$ cat config.mk
export PLATFORM = sky130hd
export DESIGN_NAME = cfgword_resolver
export DESIGN_NICKNAME = d
export VERILOG_FILES = /design/src/rtl/cfgword_pkg.sv /design/src/rtl/cfgword_filter.sv /design/src/rtl/cfgword_timer.sv /design/src/rtl/cfgword_decode.sv /design/src/rtl/cfgword_resolver.sv
export SDC_FILE = /design/constraint.sdc
export NUM_CORES = 1
export LEC_CHECK = 0
export ABC_AREA = 1
export BUFFER_PORTS_ARGS = -buffer_cell sky130_fd_sc_hd__buf_2
export CAP_MARGIN = 20
export CORE_ASPECT_RATIO = 0.6
export CORE_MARGIN = 2
export CORE_UTILIZATION = 35
export CTS_CLUSTER_DIAMETER = 200
export DETAILED_ROUTE_END_ITERATION = 6
export MAX_ROUTING_LAYER = met4
export PLACE_DENSITY_LB_ADDON = 0.3
export SYNTH_ARGS = -nofsm -noshare
export SYNTH_HDL_FRONTEND = slang
export SYNTH_SLANG_ARGS = --single-unit
$ cat constraint.sdc
create_clock -name clk -period 2.67 [get_ports clk]
set_clock_uncertainty 0.1 [all_clocks]
set_input_delay 0.267 -clock clk [delete_from_list [all_inputs] [get_ports clk]]
set_output_delay 0.267 -clock clk [all_outputs]
set_load 0.05 [all_outputs]
$ cat src/rtl/cfgword_pkg.sv
package cfgword_pkg;

  typedef enum logic [1:0] {
    SPD_10   = 2'd0,
    SPD_100  = 2'd1,
    SPD_1000 = 2'd2
  } speed_e;

  typedef struct packed {
    logic       link;
    speed_e     speed;
    logic [6:0] repl;
    logic       full;
    logic       ptx;
    logic       prx;
    logic       fault;
  } resolve_t;

endpackage

$ cat src/rtl/cfgword_filter.sv
module cfgword_filter #(
  parameter int WORD_W    = 16,
  parameter int MATCH_CNT = 3
) (
  input  logic              clk,
  input  logic              rst,
  input  logic              mode,
  input  logic              valid,
  input  logic [WORD_W-1:0] word,
  output logic              stable,
  output logic [WORD_W-1:0] held
);
  localparam int CW = $clog2(MATCH_CNT + 1);
  localparam logic [CW-1:0] CMAX = CW'(MATCH_CNT);

  logic [CW-1:0] cnt;
  logic          mode_q;

  always_ff @(posedge clk) begin
    if (rst) begin
      cnt    <= '0;
      mode_q <= 1'b0;
      held   <= '0;
    end else begin
      mode_q <= mode;
      if (mode != mode_q) begin
        cnt <= '0;
      end else if (valid) begin
        if (cnt != '0 && word == held) begin
          if (cnt != CMAX) cnt <= cnt + 1'b1;
        end else begin
          held <= word;
          cnt  <= CW'(1);
        end
      end
    end
  end

  assign stable = (cnt == CMAX);
endmodule

$ cat src/rtl/cfgword_timer.sv
module cfgword_timer #(
  parameter int TMR_W = 20,
  parameter logic [TMR_W-1:0] SGMII_LOAD = 20'h186A0,
  parameter logic [TMR_W-1:0] BASEX_LOAD = 20'h98968
) (
  input  logic clk,
  input  logic rst,
  input  logic mode,
  input  logic run,
  output logic expired
);
  logic [TMR_W-1:0] cnt;

  always_ff @(posedge clk) begin
    if (rst)
      cnt <= BASEX_LOAD;
    else if (!run)
      cnt <= mode ? SGMII_LOAD : BASEX_LOAD;
    else if (cnt != '0)
      cnt <= cnt - 1'b1;
  end

  assign expired = run && (cnt == '0);
endmodule

$ cat src/rtl/cfgword_decode.sv
module cfgword_decode
  import cfgword_pkg::*;
(
  input  logic        mode,
  input  logic [15:0] loc,
  input  logic [15:0] ptn,
  output resolve_t    res
);
  logic full_ok, half_ok, ls, la, ps, pa;

  always_comb begin
    res     = '0;
    full_ok = loc[5] & ptn[5];
    half_ok = loc[6] & ptn[6];
    ls = loc[7]; la = loc[8];
    ps = ptn[7]; pa = ptn[8];
    if (mode) begin
      res.link = ptn[15];
      res.full = ptn[12];
      case (ptn[11:10])
        2'b00:   begin res.speed = SPD_10;   res.repl = 7'd100; end
        2'b01:   begin res.speed = SPD_100;  res.repl = 7'd10;  end
        2'b10:   begin res.speed = SPD_1000; res.repl = 7'd1;   end
        default: res.fault = 1'b1;
      endcase
    end else begin
      res.link  = 1'b1;
      res.speed = SPD_1000;
      res.repl  = 7'd1;
      res.full  = full_ok;
      res.fault = !(full_ok || half_ok);
      res.ptx   = (ls & ps) | (!ls & la & ps & pa);
      res.prx   = (ls & ps) | (ls & la & !ps & pa);
    end
  end
endmodule

$ cat src/rtl/cfgword_resolver.sv
module cfgword_resolver
  import cfgword_pkg::*;
#(
  parameter int TMR_W     = 20,
  parameter int MATCH_CNT = 3,
  parameter logic [TMR_W-1:0] SGMII_LOAD = 20'h186A0,
  parameter logic [TMR_W-1:0] BASEX_LOAD = 20'h98968
) (
  input  logic        clk,
  input  logic        rst,
  input  logic        mode_sgmii,
  input  logic [15:0] local_adv,
  input  logic [15:0] rx_word,
  input  logic        rx_valid,
  output logic        link_up,
  output logic [1:0]  speed,
  output logic [6:0]  repl_factor,
  output logic        duplex_full,
  output logic        pause_tx,
  output logic        pause_rx,
  output logic        an_done,
  output logic        fault
);
  localparam int WORD_W = 16;

  logic              stable, expired;
  logic [WORD_W-1:0] held;
  resolve_t          res;
  speed_e            speed_q;

  cfgword_filter #(.WORD_W(WORD_W), .MATCH_CNT(MATCH_CNT)) u_filter (
    .clk(clk), .rst(rst), .mode(mode_sgmii), .valid(rx_valid),
    .word(rx_word), .stable(stable), .held(held)
  );

  cfgword_timer #(.TMR_W(TMR_W), .SGMII_LOAD(SGMII_LOAD),
                  .BASEX_LOAD(BASEX_LOAD)) u_timer (
    .clk(clk), .rst(rst), .mode(mode_sgmii), .run(stable), .expired(expired)
  );

  cfgword_decode u_decode (
    .mode(mode_sgmii), .loc(local_adv), .ptn(held), .res(res)
  );

  always_ff @(posedge clk) begin
    if (rst) begin
      an_done     <= 1'b0;
      fault       <= 1'b0;
      link_up     <= 1'b0;
      speed_q     <= SPD_10;
      repl_factor <= '0;
      duplex_full <= 1'b0;
      pause_tx    <= 1'b0;
      pause_rx    <= 1'b0;
    end else begin
      an_done <= expired && !res.fault;
      fault   <= stable && res.fault;
      if (expired && !res.fault) begin
        link_up     <= res.link;
        speed_q     <= res.speed;
        repl_factor <= res.repl;
        duplex_full <= res.full;
        pause_tx    <= res.ptx;
        pause_rx    <= res.prx;
      end else begin
        link_up     <= 1'b0;
        speed_q     <= SPD_10;
        repl_factor <= '0;
        duplex_full <= 1'b0;
        pause_tx    <= 1'b0;
        pause_rx    <= 1'b0;
      end
    end
  end

  assign speed = speed_q;
endmodule

# --- After elaboration in Yosys (flattened, before gate mapping) ---
# Index checks and enable logic that the tools add are counted.
classes:
  add_sub_neg: 2
  n_bitwise: 15
  n_eq_ne: 8
  n_reduce_logical: 20
  mux: 9
op_table:
  columns: ["op", "n"]
  rows:
  - ["20-bit two-way mux", 3]
  - ["9-bit one-hot mux with 3 select lines", 1]
  - ["20-bit logical NOT", 1]
  - ["20-bit nonzero test", 1]
  - ["20-bit by 1-bit subtractor with 20-bit output (second input constant)", 1]
  - ["16-bit equality test", 1]
  - ["11-bit two-way mux", 1]
  - ["1-bit bitwise AND", 9]
  - ["3-bit OR reduction", 3]
  - ["2-bit equality test (second input constant)", 2]
  - ["1-bit logical AND", 4]
  - ["1-bit logical NOT", 4]
  - ["2-bit two-way mux", 2]
  - ["2-bit inequality test (second input constant)", 2]
  - ["1-bit NOT", 4]
  - ["2-bit OR reduction", 2]
  - ["3-bit AND reduction", 1]
  - ["2-bit by 1-bit adder with 2-bit output (second input constant)", 1]
  - ["2-bit by 1-bit equality test with 1-bit output (second input constant)", 1]
  - ["2-bit logical NOT", 1]
  - ["1-bit two-way mux", 2]
  - ["2-bit by 1-bit inequality test with 1-bit output (second input constant)", 1]
  - ["1-bit bitwise OR", 2]
  - ["2-bit AND reduction", 1]
  - ["3 further kinds", 3]
totals:
  word_cells: 68
  in_bits: 36
  register_bits: 54

# --- Longest topological paths before layout ---
# Gate-level depths: netlist (run 1).
logic_depth:
  depth_word: 8
  mapped_depth: 12
  depth_no_buf: 11

# --- By module ---
# From an unflattened synthesis (run 1), not the netlist that was laid out.
hier_totals:
  cells_unflattened: 476
  area_unflattened_um2: 3109.2
by_module_without_submodules:
  columns: ["mod", "area_each_um2", "cells_per_inst", "n_inst", "seq_area_each_um2"]
  rows:
  - ["cfgword_timer", 1258.7, 187, 1, 400.4]
  - ["cfgword_filter", 1248.7, 213, 1, 380.4]
  - ["cfgword_resolver", 460.4, 47, 1, 300.3]
  - ["cfgword_decode", 141.4, 29, 1, 0.0]

# --- Worst setup path before layout (run 1) ---
# No wires, ideal clock.
synth_timing:
  path_type: "reg2reg"
  from: "register u_filter.cnt[0]"
  to: "register u_filter.held[10]"
  path_slack_ps: 1058
  setup_ps: 109
  stages_incl_launch_ff: 12
  arrival_ps: 1403
  path_buffers: 1
  period_less_slack_ps: 1612
  cell_sequence: "dfxtp_1 inv_1 ha_1 a21oi_1 nand3_1 nor2_2 nand3_4 nand3_4 buf_6 nand2_1 clkinv_1 nor2_2"
synth_between:
  elab_chain_len: 4
synth_rtl:
  columns: ["item", "line_no", "source"]
  rows:
  - ["start, declared", "cfgword_filter.sv:16", "logic [CW-1:0] cnt;"]
  - ["start signal, assigned", "cfgword_filter.sv:30", "if (cnt != CMAX) cnt <= cnt + 1'b1;"]
  - ["2-bit nonzero test", "cfgword_filter.sv:29", "if (cnt != '0 && word == held) begin"]
  - ["1-bit logical AND", "cfgword_filter.sv:29", null]
  - ["1-bit NOT (no source line)", null, null]
  - ["3-bit AND reduction (no source line)", null, null]
  - ["end signal, assigned", "cfgword_filter.sv:32", "held <= word;"]
  - ["end, declared", "cfgword_filter.sv:11", "output logic [WORD_W-1:0] held"]
# No other way between the ends.
# A chain may end at the register's enable or synchronous reset.

# --- Final worst setup path (run 1) ---
layout_timing:
  from: "register u_filter.cnt[0]"
  to: "register repl_factor[5]"
layout_between:
  elab_chain_len: 5
layout_rtl:
  columns: ["item", "line_no", "source"]
  rows:
  - ["2-bit equality test", "cfgword_filter.sv:39", "assign stable = (cnt == CMAX);"]
  - ["1-bit logical AND", "cfgword_timer.sv:23", "assign expired = run && (cnt == '0);"]
  - ["1-bit logical AND", "cfgword_resolver.sv:58", "if (expired && !res.fault) begin"]
  - ["1-bit NOT (no source line)", null, null]
  - ["3-bit OR reduction (no source line)", null, null]
  - ["end signal, assigned", "cfgword_resolver.sv:61", "repl_factor <= res.repl;"]
  - ["end, declared", "cfgword_resolver.sv:17", "output logic [6:0] repl_factor,"]
# No other way between the ends.

==> metrics.md, run 1 <==
| Metric | Value |
|---|---|
| Status | `completed` |
| Hold Path Class | `in2reg` |
| Leak | `between 1 and 1.5 nW` |
| Final net count | `roughly 490` |
| Int Pwr | `between 1 and 1.5 mW` |
| Cts hold-fix bufs | `0` |
| Hold_ws | `about 130 ps` |
| Fin. max-slew vios | `0` |
| Vias in the first global route | `~2200` |
| Met3 routed WL | `between 400 and 500 µm` |
| Total CTS buffers | `5` |
| Top layer in use | `met4` |
| TritonCTS clock tree | `yes` |
| First-pass GRT wire length | `roughly 11000 µm` |
| Number of vias per cell | `between 4 and 5` |
| Total Routing Usage GR | `0.167` |
| Critical Path Sink Type | `register` |
| Mapped Nets | `between 400 and 500` |
| Grt ovf | `0` |
| Sequential power share | `0.467` |
| RSZ-0062 raised after global routing | `false` |
| Row Count | `24` |
| Core area | `around 0.0074 mm²` |
| # setup viols final | `0` |
| Mapped cell area | `around 0.0027 mm²` |
| Post-route ant nets | `0` |
| Initial Utilization | `0.369` |
| Peak VDD IR | `roughly 220 µV` |
| Clk slew on worst S/H paths | `about 70 ps` |
| Worst-Margin Slew | `between 700 and 800 ps` |
| Synth top cells by count | `112 x nand2_1, 58 x nor2_1, 55 x inv_1` |
| Register bit count reported by yosys | `48` |
| M1 WL | `approximately 3700 µm` |
| Post-CTS Resized | `0` |
| Area leader, netlist | `dfxtp_1` |
| Total of max-cap violations | `0` |
| Final worst slack | `689 ps` |
| Synth Instances | `about 420` |
| Setup TNS Final | `0 ps` |
| Layout cells sized above 1 | `0.159` |
| Syn avg cell area | `6.51 µm²` |
| Initial antenna violation count | `0` |
| Post-route cell area | `~0.0031 mm²` |
| Post-synth ARST share | `0` |
| Critical Path Max Stage Delay | `around 380 ps` |
| Clock Path Buffers | `2` |
| Startpoint class of the critical path | `register` |
| Logic pwr share | `0.131` |
| Ant. Diodes | `0` |
| Worst-path cell chain | `ha_1, inv_1, nor2_4, inv_1, nor2_1, nand2_2, inv_2, nand3_1, nor2_1` |
| Pin count of the biggest net entering global routing | `24` |
| PwrDens | `526 mW/mm²` |
| Psw | `around 0.45 mW` |
| DRT iter0 DRCs | `about 180` |
| Sw frac | `0.271` |
| Synth cell types | `36` |
| Period utilization | `0.742` |
| Share of the synthesized area in the top cell type | `0.350` |
| Synth-to-layout area growth | `13.7%` |
| H-tree depth | `2` |
| Fin crit period | `1980 ps` |
| WL final | `6600 µm` |
| Top cells by area in the synthesized netlist | `dfxtp_1 35%, nand2_1 15%, nor2_1 7.9%` |
| Util after Layout | `0.420` |
| Req. time, crit path | `between 2000 and 3000 ps` |
| Dpl hpwl | `about 5000 µm` |
| Number of flops mapped to enable cells by yosys | `0` |
| Met2 WL post-DR | `about 2400 µm` |
| Kind of critical path | `reg2reg` |
| Die Height | `72.6 µm` |
| Die Wd | `approximately 120 µm` |
| First-pass DRT Iterations | `4` |
| Clk network pwr share | `0.402` |
| Routed WL per cell | `11.8 µm` |
| Fmax achieved | `505 MHz` |
| Worst EP arrival | `approximately 2100 ps` |
| Most instantiated library cell after synthesis | `nand2_1` |
| Warnings, synthesis | `0` |
| Die area | `0.00860 mm²` |
| Gpl congestion | `0.911` |
| Area after DPL | `0.00298 mm²` |
| CTS root buf | `clkbuf_16` |
| Crit path max fanout | `13` |
| Max_slew headroom | `0.491` |
| Vias | `~2600` |
| Register area share after synthesis | `0.350` |
| Number of setup buffers added after CTS | `0` |
| Slowest stage cell, crit path | `dfxtp_1` |
| Top Ports | `just over 50` |
| Hold Vio Cnt, Final | `0` |
| Primary FF master, synth | `dfxtp_1` |
| DRC viols | `0` |
| CTS sink cnt | `48` |
| Skew-Pair Late Insertion Delay | `approximately 300 ps` |
| Place WS | `724 ps` |
| Port bufs | `37` |
-- kinds of logic after synthesis --
| group | after synthesis | share of synthesized area |
|---|---|---|
| XOR/XNOR | 8 | 0.0323 |
| AND/OR/NAND/NOR | 244 | 0.404 |
| other | 1 | 0.00136 |
| flip-flops | 48 | 0.350 |
| adder cells (fa/ha/maj) | 4 | 0.0182 |
| AO/OA/AOI/OAI | 32 | 0.0628 |
| buffers and inverters | 85 | 0.132 |
-- metrics by stage --
stage	std cells	total power, mW
global route	557	1.71
CTS	557	1.65
detailed placement	549	0.998
floorplan	422	0.944
finish	557	1.64
global placement	549	0.994
-- cells in the final DEF, fill, tap and decap left out, types with 2 or more instances in the layout --
cell type / n
nor3_1: 6
o21ai_0: 11
clkinv_1: 10
nand4_1: 20
xor2_1: 5
a211oi_1: 3
inv_2: 4
buf_2: 37
clkbuf_16: 5
nor2_1: 58
nand2_1: 112
xnor2_1: 2
a21oi_1: 15
nand3_4: 2
nor4_1: 2
nand3_1: 21
nor2_2: 14
inv_1: 55
ha_1: 4
buf_4: 2
dfxtp_1: 48
-- path summary, 6_finish.rpt --
path	from	end	slack, ps	cells after the start
setup / recovery	u_filter.cnt[0]	repl_factor[5]	690	9
hold / removal	local_adv[7]	pause_rx	130	3
setup reg to reg	u_filter.cnt[0]	repl_factor[5]	690	9
hold reg to reg	u_timer.cnt[0]	u_timer.cnt[0]	350	1
-- registers in the layout, indices dropped and copies added (netlist names), 2 cells and up --
| name | flops |
|---|---|
| u_timer.cnt | 20 |
| u_filter.cnt | 2 |
| u_filter.held | 16 |
| repl_factor | 3 |
-- critical path, delay by kind of cell, from the launching register on --
kind,cells,cell delay (ps)
buffers and inverters,3,430
AND/OR/NAND/NOR,5,670
adder cells (fa/ha/maj),1,330
flip-flops,1,380
-- power by group through the flow --
| stage | Sequential [mW] | Combinational, mW | Clock [mW] |
|---|---|---|---|
| after floorplan | 0.778 | 0.166 | 0 |
| after global placement | 0.783 | 0.211 | 0 |
| after detailed placement | 0.783 | 0.215 | 0 |
| after CTS | 0.767 | 0.216 | 0.669 |
| after global routing | 0.771 | 0.251 | 0.691 |
| final | 0.768 | 0.215 | 0.660 |
-- metal layers --
layer	up-vias	global-route usage
li1	1376	-
met1	1135	0.256
met2	65	0.211
met3	2	0.0367
met4	0	0.0476
met5	-	-
-- area by class of cell --
type | instances | area [µm²]
fillers | 798 | 4320
multi-input cells | 289 | 1430
flip-flops and latches | 48 | 961
inverters | 69 | 259
repair buffers | 39 | 200
clock buffers | 7 | 143
well taps | 104 | 130
clock inverters | 1 | 7.51
Power figures use the tool's default switching activity.
==> inputs of run 2 (changes only) <==
- ABC_AREA: 1 -> 0
- clock period: 2.67 -> 1.7 ns (I/O delays scaled with it)
==> metrics.md, run 2 <==
| Metric | Value |
|---|---|
| Status | `finished with violations` |
| Violated checks | `setup timing` |
| Fmax achieved | `just under 500 MHz` |
| First-pass DRT Iterations | `4` |
| Total CTS buffers | `5` |
| Max reg flops | `20` |
| Fin. max-slew vios | `0` |
| DRT iter0 DRCs | `87` |
| Final worst slack | `-380 ps` |
| Clk slew on worst S/H paths | `70 ps` |
| Area after DPL | `between 0.003 and 0.004 mm²` |
| Row Count | `23` |
| Top cells by area in the synthesized netlist | `dfxtp_1 39%, nand2b_1 9.0%, xor2_1 7.5%` |
| PwrDens | `774 mW/mm²` |
| Top Ports | `51` |
| RSZ-0062 raised after global routing | `true` |
| Syn avg cell area | `9.30 µm²` |
| Hold Vio Cnt, Final | `0` |
| Skew-Pair Late Insertion Delay | `roughly 280 ps` |
| Crit path max fanout | `7` |
| Gpl congestion | `between 0.8 and 0.9` |
| Synth cell types | `46` |
| Register bit count reported by yosys | `48` |
| Number of flops mapped to enable cells by yosys | `0` |
| Number of vias per cell | `~4.8` |
| Worst Setup SP | `u_timer.cnt[7]` |
| Hold Path Class | `in2reg` |
| Most frequent cells in the layout | `47 x buf_4, 39 x dfxtp_1, 37 x buf_2, 35 x nand2b_1, 21 x xor2_1` |
| Post-route cell area | `between 0.003 and 0.004 mm²` |
| Synth Instances | `263` |
| WL final | `about 5500 µm` |
| Util after Layout | `0.505` |
| Area leader, netlist | `dfxtp_1` |
| Reg2reg start | `u_timer.cnt[7]` |
| Post-route ant nets | `0` |
| Die area | `0.00769 mm²` |
| Warnings, synthesis | `0` |
| Worst setup path end | `u_timer.cnt[5]` |
| Synth-to-layout area growth | `38.4%` |
| R2R depth | `5` |
| TritonCTS clock tree | `yes` |
| Most instantiated library cell after synthesis | `dfxtp_1` |
| Vias | `2054` |
| Pin count of the biggest net entering global routing | `35` |
| Peak VDD IR | `between 600 and 700 µV` |
| Setup slack, reg-to-reg | `-380 ps` |
| Initial antenna violation count | `0` |
| Leak | `roughly 1.4 nW` |
| Synth top cells by count | `48 x dfxtp_1, 35 x nand2b_1, 21 x xor2_1` |
| Primary FF master, synth | `dfxtp_1` |
| # setup viols final | `between 40 and 50` |
| Mapped Nets | `303` |
| Largest Register | `u_timer.cnt` |
| Biggest regs | `u_timer.cnt x20, u_filter.held x16, repl_factor x3` |
| Final Power | `roughly 2.6 mW` |
| Total Routing Usage GR | `0.149` |
| Req. time, crit path | `between 1500 and 2000 ps` |
| Post-synth ARST share | `0` |
| Core area | `about 0.0067 mm²` |
| Period utilization | `1.22` |
| Commonest non-fill, non-tap cell in the layout | `buf_4` |
| Startpoint class of the critical path | `register` |
| Grt ovf | `0` |
| Multi-input logic area | `0.00147 mm²` |
| Die Height | `~69 µm` |
| Total of max-cap violations | `0` |
| Final net count | `roughly 380` |
| Sequential Area | `972 µm²` |
| Initial Utilization | `0.365` |
| Kind of critical path | `reg2reg` |
| Port bufs | `37` |
| Layout cells sized above 1 | `0.399` |
| Critical Path Sink Type | `register` |
| FF-to-FF End | `u_timer.cnt[5]` |
| Fin crit period | `~2100 ps` |
| Mapped cell area | `between 0.002 and 0.0025 mm²` |
| DRC viols | `0` |
| Fill cells | `620` |
| H-tree depth | `2` |
| Die Wd | `about 110 µm` |
| Place WS | `-484 ps` |
| Share of the synthesized area in the top cell type | `0.393` |
| First-pass GRT wire length | `~8700 µm` |
| Vias in the first global route | `between 1500 and 2000` |
| Ant. Diodes | `0` |
| CTS root buf | `clkbuf_16` |
| Routed WL per cell | `about 13 µm` |
| CTS sink cnt | `48` |
| Register area share after synthesis | `0.393` |
| Dpl hpwl | `between 4000 and 5000 µm` |
| Worst EP arrival | `around 2200 ps` |
| Clock Path Buffers | `2` |
[run 2: changes by cell type after synthesis, moves of 35 or more]
cell and change:
nor2_1 -41, inv_1 -47, nand2b_1 +35, nand2_1 -106
[run 2: cells by family after synthesis]
logic type               Yosys count  synth area share
XOR/XNOR                          31             0.111
flip-flops                        48             0.393
other                              1           0.00153
multiplexers                      16            0.0655
AND/OR/NAND/NOR                  106             0.274
buffers and inverters             26            0.0527
AO/OA/AOI/OAI                     31            0.0819
adder cells (fa/ha/maj)            4            0.0205
[run 2: per-layer routing]
metal | up-vias | track usage | wire length, µm
met4 | 0 | 0.0370 | 34
met3 | 2 | 0.0376 | 180
met5 | - | - | 0
li1 | 1068 | - | -
met1 | 949 | 0.220 | 3160
met2 | 35 | 0.198 | 2160
[run 2: what timing repair did]
| action | 4_1_cts | 5_1_grt |
|---|---|---|
| endpoints found under the setup margin | 45 | 46 |
| hold buffers | 0 | 0 |
| buffers inserted | 3 | 1 |
| gates resized for setup | 15 | 19 |
| pin swaps | 15 | 14 |
| gates cloned | 1 | 0 |
[run 2: cell type report]
| cell class | instances | area share |
|---|---|---|
| Clock buffer | 5 | 0.0370 |
| Tap cell | 87 | 0.0322 |
| Sequential cell | 48 | 0.287 |
| Timing Repair Buffer | 90 | 0.186 |
| Clock inverter | 3 | 0.0126 |
| Multi-Input combinational cell | 189 | 0.436 |
| Inverter | 8 | 0.00888 |
[run 2: report_power, final]
part	switching, mW	internal [mW]	leakage (nW)
logic	0.152	0.163	0.897
registers	0.0233	1.16	0.395
clock network	0.427	0.691	0.0798
total	0.602	2.02	1.37
[run 2: worst max-delay path, cell delays in order, from the launching register on]
cell	delay, ps
dfxtp_2	320
or4_4	520
or4_4	480
or2_4	330
and4_1	160
o21ai_1	110
[run 2: worst min path at each step]
stage	end	startpoint	cells after the start	slack, ps
global placement	u_filter.held[2]	rx_word[2]	3	340
global route	u_filter.held[2]	rx_word[2]	3	60
CTS	u_filter.held[2]	rx_word[2]	3	60
floorplan	u_filter.held[12]	rx_word[12]	2	220
detailed placement	u_filter.held[2]	rx_word[2]	3	350
finish	u_filter.held[0]	rx_word[0]	3	60
[run 2: stage by stage]
step	TNS, ps	hold slack, ps	std cells
2_1_floorplan	-8830	218	263
3_3_place_gp	-11570	344	418
3_5_place_dp	-11390	354	418
4_1_cts	-9410	57.6	429
5_1_grt	-12120	61.4	430
6_report	-9050	55.9	430
